### src/rtl/lpw_pkg.sv
package lpw_pkg;
  // bit positions inside the synchronized source vector
  localparam int IX_CARD = 0;
  localparam int IX_OVC  = 1;
  localparam int IX_CRST = 2;
  localparam int IX_SRST = 3;
  localparam int IX_RX   = 4;
  localparam int IX_IRQ  = 5;
  localparam int NSRC    = 6;

  typedef enum logic [1:0] {
    ST_IDLE  = 2'd0,
    ST_COUNT = 2'd1,
    ST_DONE  = 2'd2
  } settle_st_e;
endpackage

### src/rtl/lpw_sync.sv
module lpw_sync #(
  parameter int           W       = 1,
  parameter logic [W-1:0] RST_VAL = '0
) (
  input  logic         clk,
  input  logic         rst_n,
  input  logic [W-1:0] din_i,
  output logic [W-1:0] lvl_o,
  output logic [W-1:0] fall_o,
  output logic [W-1:0] chg_o
);
  logic [W-1:0] s1_q, s2_q, s3_q;

  for (genvar i = 0; i < W; i++) begin : g_bit
    always_ff @(posedge clk or negedge rst_n) begin
      if (!rst_n) begin
        s1_q[i] <= RST_VAL[i];
        s2_q[i] <= RST_VAL[i];
        s3_q[i] <= RST_VAL[i];
      end else begin
        s1_q[i] <= din_i[i];
        s2_q[i] <= s1_q[i];
        s3_q[i] <= s2_q[i];
      end
    end

    assign lvl_o[i]  = s2_q[i];
    assign fall_o[i] = s3_q[i] & ~s2_q[i];
    assign chg_o[i]  = s3_q[i] ^ s2_q[i];

    // A falling edge cannot be seen on two consecutive cycles
    p_fall_single_r4 : assert property (@(posedge clk) disable iff (!rst_n)
      fall_o[i] |=> !fall_o[i]);
  end
endmodule

### src/rtl/lpw_qualify.sv
module lpw_qualify
  import lpw_pkg::*;
(
  input  logic            rx_wake_en_i,
  input  logic            irq_wake_en_i,
  input  logic            ctrl_irq_en_i,
  input  logic [NSRC-1:0] lvl_i,
  input  logic [NSRC-1:0] fall_i,
  input  logic [NSRC-1:0] chg_i,
  output logic            wake_evt_o
);
  logic card_evt, level_evt, irq_path_open, irq_evt, rx_evt;
  logic unused_bits;

  assign card_evt      = chg_i[IX_CARD];
  assign level_evt     = lvl_i[IX_OVC] | lvl_i[IX_CRST] | lvl_i[IX_SRST];
  assign irq_path_open = irq_wake_en_i & ctrl_irq_en_i;
  assign irq_evt       = fall_i[IX_IRQ] & irq_path_open;
  // the receive line is routed through the interrupt path
  assign rx_evt        = fall_i[IX_RX] & rx_wake_en_i & irq_path_open;

  assign wake_evt_o = card_evt | level_evt | irq_evt | rx_evt;

  assign unused_bits = ^{lvl_i[IX_CARD], lvl_i[IX_RX], lvl_i[IX_IRQ],
                         fall_i[IX_CARD], fall_i[IX_OVC], fall_i[IX_CRST], fall_i[IX_SRST],
                         chg_i[NSRC-1:IX_OVC]};
endmodule

### src/rtl/lpw_settle.sv
module lpw_settle
  import lpw_pkg::*;
#(
  parameter int SETTLE_CYCLES = 1536
) (
  input  logic clk,
  input  logic rst_n,
  input  logic lp_mode_i,
  input  logic wake_evt_i,
  output logic settle_o,
  output logic wake_o
);
  localparam int            CW   = (SETTLE_CYCLES > 1) ? $clog2(SETTLE_CYCLES) : 1;
  localparam logic [CW-1:0] LAST = CW'(SETTLE_CYCLES - 1);

  settle_st_e    st_q, st_d;
  logic [CW-1:0] cnt_q, cnt_d;
  logic          lp_q, entry, wake_q, wake_d;

  assign entry = lp_mode_i & ~lp_q;

  always_comb begin
    st_d   = st_q;
    cnt_d  = cnt_q;
    wake_d = 1'b0;
    if (entry) begin
      st_d  = ST_IDLE;
      cnt_d = '0;
    end else begin
      unique case (st_q)
        ST_IDLE: if (lp_mode_i && wake_evt_i) begin
          st_d  = ST_COUNT;
          cnt_d = '0;
        end
        ST_COUNT: if (cnt_q == LAST) begin
          st_d   = ST_DONE;
          wake_d = 1'b1;
        end else begin
          cnt_d = cnt_q + CW'(1);
        end
        ST_DONE: st_d = ST_DONE;
        default: st_d = ST_IDLE;
      endcase
    end
  end

  always_ff @(posedge clk or negedge rst_n) begin
    if (!rst_n) begin
      st_q   <= ST_IDLE;
      cnt_q  <= '0;
      lp_q   <= 1'b0;
      wake_q <= 1'b0;
    end else begin
      st_q   <= st_d;
      cnt_q  <= cnt_d;
      lp_q   <= lp_mode_i;
      wake_q <= wake_d;
    end
  end

  assign settle_o = (st_q == ST_COUNT);
  assign wake_o   = wake_q;

  p_wake_pulse_r6 : assert property (@(posedge clk) disable iff (!rst_n)
    wake_o |=> !wake_o);
  p_cnt_range_r6 : assert property (@(posedge clk) disable iff (!rst_n)
    settle_o |-> (cnt_q <= LAST));
  p_count_step_r7 : assert property (@(posedge clk) disable iff (!rst_n)
    (settle_o && cnt_q != LAST && !entry) |=> (settle_o && cnt_q == $past(cnt_q) + CW'(1)));
  p_entry_clear_r8 : assert property (@(posedge clk) disable iff (!rst_n)
    entry |=> !settle_o && !wake_o);
  p_run_ignore_r9 : assert property (@(posedge clk) disable iff (!rst_n)
    (st_q == ST_IDLE && !lp_mode_i) |=> !settle_o);
endmodule

### src/rtl/lpw_wake_ctrl.sv
module lpw_wake_ctrl
  import lpw_pkg::*;
#(
  parameter int SETTLE_CYCLES = 1536
) (
  input  logic clk,
  input  logic rst_n,
  input  logic lp_mode_i,
  input  logic card_present_i,
  input  logic supply_ovc_i,
  input  logic card_rst_pin_i,
  input  logic sys_rst_pin_i,
  input  logic rx_i,
  input  logic ext_irq_n_i,
  input  logic rx_wake_en_i,
  input  logic irq_wake_en_i,
  input  logic ctrl_irq_en_i,
  output logic settle_o,
  output logic wake_o
);
  localparam logic [NSRC-1:0] IDLE_LVL = NSRC'((1 << IX_RX) | (1 << IX_IRQ));

  logic [NSRC-1:0] raw, lvl, fall, chg;
  logic            wake_evt;

  always_comb begin
    raw          = '0;
    raw[IX_CARD] = card_present_i;
    raw[IX_OVC]  = supply_ovc_i;
    raw[IX_CRST] = card_rst_pin_i;
    raw[IX_SRST] = sys_rst_pin_i;
    raw[IX_RX]   = rx_i;
    raw[IX_IRQ]  = ext_irq_n_i;
  end

  lpw_sync #(.W(NSRC), .RST_VAL(IDLE_LVL)) u_sync (
    .clk(clk), .rst_n(rst_n), .din_i(raw),
    .lvl_o(lvl), .fall_o(fall), .chg_o(chg)
  );

  lpw_qualify u_qual (
    .rx_wake_en_i(rx_wake_en_i), .irq_wake_en_i(irq_wake_en_i),
    .ctrl_irq_en_i(ctrl_irq_en_i), .lvl_i(lvl), .fall_i(fall), .chg_i(chg),
    .wake_evt_o(wake_evt)
  );

  lpw_settle #(.SETTLE_CYCLES(SETTLE_CYCLES)) u_settle (
    .clk(clk), .rst_n(rst_n), .lp_mode_i(lp_mode_i), .wake_evt_i(wake_evt),
    .settle_o(settle_o), .wake_o(wake_o)
  );

  p_excl_r6 : assert property (@(posedge clk) disable iff (!rst_n)
    !(settle_o && wake_o));
endmodule

### config.mk
export PLATFORM = sky130hd
export DESIGN_NAME = lpw_wake_ctrl
export DESIGN_NICKNAME = d
export VERILOG_FILES = /design/src/rtl/lpw_pkg.sv /design/src/rtl/lpw_sync.sv /design/src/rtl/lpw_qualify.sv /design/src/rtl/lpw_settle.sv /design/src/rtl/lpw_wake_ctrl.sv
export SDC_FILE = /design/constraint.sdc
export NUM_CORES = 1
export LEC_CHECK = 0
export ABC_AREA = 1
export BUFFER_PORTS_ARGS = -buffer_cell sky130_fd_sc_hd__buf_2
export CAP_MARGIN = 10
export CORE_MARGIN = 10
export CORE_UTILIZATION = 50
export DETAILED_ROUTE_END_ITERATION = 7
export HOLD_SLACK_MARGIN = 0.03
export PLACE_DENSITY_LB_ADDON = 0.05
export SYNTH_ARGS = -nofsm -noshare
export SYNTH_HDL_FRONTEND = slang
export SYNTH_SLANG_ARGS = --single-unit
### constraint.sdc
create_clock -name clk -period 3.1 [get_ports clk]
set_input_delay 0.155 -clock clk [delete_from_list [all_inputs] [get_ports clk]]
set_output_delay 0.155 -clock clk [all_outputs]
set_load 0.1 [all_outputs]
==> summary.md <==
| Metric | Value |
|---|---|
| Warnings from Yosys | 0 |
| Total CTS buffers | 5 |
| CTS tree | yes |
| Slew Viols, Final | 0 |
| Top post-synthesis cells by area | dfrtp_1, nand2_1, dfstp_2, nand3_1, nor2_1 |
| H-tree level count | 2 |
| Clock latency on the worst-skew pair | 0.33 ns |
| Starting Density | 0.520 |
| Antenna Diode Count | 0 |
| Synth Net Count | 188 |
| Final period utilization | 0.610 |
| GRT Util Overall | 0.106 |
| Mean post-synth cell area | roughly 8.3 sq um |
| Achievable Freq | 528 MHz |
| Busiest grt layer | met2 |
| Die height | about 74 microns |
| Fill count | 236 |
| Reg2Reg Depth | 9 |
| WL/cell | roughly 11 microns |
| Area grow syn2layout | 18.4% |
| Clk slew on worst S/H paths | ~0.1 ns |
| Placer Congestion | 0.847 |
| Final min period | 1.89 ns |
| Remaining antenna violation count | 0 |
| Library cells used by synthesis | 23 |
| Worst-Margin Slew | 0.626 ns |
| Half-perimeter wire length after placement | 1790 microns |
| Req. time, crit path | between 3 and 4 ns |
| I/O pin count | 14 |
| Endpoints failing setup | 0 |
| GRT met1 Usage | 0.122 |
| Grt ovf | 0 |
| Final hold slack | 0.359 ns |
| Sequential cell area | 758 sq um |
| Global-route wire length before repair | 4440 microns |
| Post-CTS Setup Repair Bufs | 0 |
| Clock Skew | 0.00718 ns |
| Largest area contributor in the netlist | dfrtp_1 |
| DR vias/cell | approximately 4.9 |
| Layout cells sized above 1 | 0.186 |
| Initial antenna violation count | 0 |
| Vias in the first global route | 1,027 |
| Max Cap Violations | 0 |
| Setup TNS | 0 ns |
| Footprint of the multi-input gates | 572 sq um |
| M3 GR Usage | 0.0565 |
| Synth top area share | 0.419 |
| Dpl ws | 1.24 ns |
| Setup crit end kind | flop |
| Row cnt | 19 |
| Grt met2 use | 0.159 |
| Nets | 213 |
| RSZ-0062 raised after global routing | false |
| Final critical-path setup slack | ~1.2 ns |
| Total wire length | 2550 microns |
| # clock sinks | 30 |
| Port-buffer cells | 13 |
| Critical path launch point type | flop |
| DRC viols | 0 |
| Pwr per Cell Area | between 600 and 700 mW/mm^2 |
| Mapped Cells | 173 |
| Iteration-0 DRC Markers | 54 |
| Die footprint | 0.00541 sq mm |
| Core area | 0.00276 sq mm |
| Post-synthesis sequential area ratio | 0.529 |
| Relative slew slack | 0.583 |
| Root buffer cell | clkbuf_4 |
| Worst Path Max Fanout | 12 |
| Die width | 73.5 microns |
| WP data arrival | 2.12 ns |
| Synthesized area | between 0.001 and 0.0015 sq mm |
| WS Path Type | reg -> reg |
| Largest net degree at the start of global routing | 31 |
| Post-CTS sizing | 0 |
| Clk buf depth | 2 |
| Pleak | 0.848 nW |
| Via count | 1,120 |
| Max IR drop VDD | between 600 and 700 uV |
| TritonRoute pass-1 iters | 4 |
| Worst hold path class | in -> async |
| CTS Hold Bufs | 8 |
| Flops & latches, synth | 30 |
| Run status | completed |
| Hold Violations, Final | 0 |
## Yosys cell counts
master / instances
ha_1: 3
nand3_2: 1
o21ai_0: 1
nand2_2: 1
nand3_1: 20
xor2_1: 1
nor3b_1: 1
inv_2: 2
nand3b_1: 1
buf_2: 1
dfstp_2: 6
buf_6: 1
o21ai_2: 1
buf_8: 1
inv_1: 17
nand2_4: 1
a21oi_1: 4
nor2_4: 3
nand2_1: 59
dfrtp_1: 24
nor2_1: 22
nor3_1: 1
nor2_2: 1
## critical path, cell delays in order, from the launching register on
cell	delay [ns]
dfrtp_1	0.44
ha_1	0.25
nand2_1	0.13
nor2_4	0.06
nand3_2	0.10
nor2_4	0.04
nor2_2	0.44
nand2_4	0.18
nand2_1	0.09
nand2_1	0.06
## power breakdown
part	internal (mW)	switching (mW)	total, mW
clock network	0.273	0.137	0.410
registers	0.423	0.0183	0.442
logic	0.0824	0.218	0.301
total	0.779	0.374	1.15
## registers in the layout, summed over array words and instances, names as in the netlist
name             count
u_settle.cnt_q      11
u_settle.lp_q        1
u_settle.st_q        2
u_settle.wake_o      1
u_sync.lvl_o         6
u_sync.s1_q          6
u_sync.s3_q          3
## final cells by class
cell class	instances	share of cell area
sequential	30	0.447
tap	31	0.0229
clock inverter	2	0.0354
multi-input combinational	121	0.337
clock buffer	6	0.0302
inverter	19	0.0420
timing repair buffer	21	0.0855
## layout by cell type (no fill, tap or decap), drive strengths merged, types with 3 or more instances in the layout
cell type     n
nand2        61
nor2         26
dfrtp        24
nand3        21
inv          19
buf          13
dlygate4sd3   8
dfstp         6
clkbuf        6
a21oi         4
ha            3
## cells by family (layout without fill, tap and decap cells)
logic type,after synthesis,after routing,synth area share
compound gates,6,6,0.0236
xor+xnor,1,1,0.00611
flops,30,30,0.529
fa+ha+maj,3,3,0.0262
buf+inv,22,48,0.0716
simple gates,111,111,0.343
## per-stage QoR
| step | cells | area [sq um] | util | power, mW |
|---|---|---|---|---|
| after floorplan | 173 | 1430 | - | 0.718 |
| after global placement | 214 | 1510 | 0.546 | 0.735 |
| after detailed placement | 214 | 1510 | 0.546 | 0.742 |
| after CTS | 230 | 1700 | 0.615 | 1.17 |
| after global routing | 230 | 1700 | 0.615 | 1.22 |
| final | 230 | 1700 | 0.615 | 1.15 |
## per-layer routing
metal / routed length [microns] / vias up
met5: 0 / -
met1: 1220 / 499
li1: - / 587
met4: 39 / 0
met2: 1110 / 30
met3: 178 / 4
## worst paths after layout
kind                                    from                 to  slack, ns
max in group asynchronous              rst_n      u_settle.lp_q       2.32
max reg2reg                u_settle.cnt_q[0]  u_settle.cnt_q[4]       1.21
min in group clk              u_sync.s1_q[1]    u_sync.lvl_o[1]       0.36
min                                    rst_n   u_settle.st_q[1]       0.36
max                        u_settle.cnt_q[0]  u_settle.cnt_q[4]       1.21
min reg2reg                   u_sync.s1_q[1]    u_sync.lvl_o[1]       0.36
Note: power is estimated with default switching activity, not from simulation.
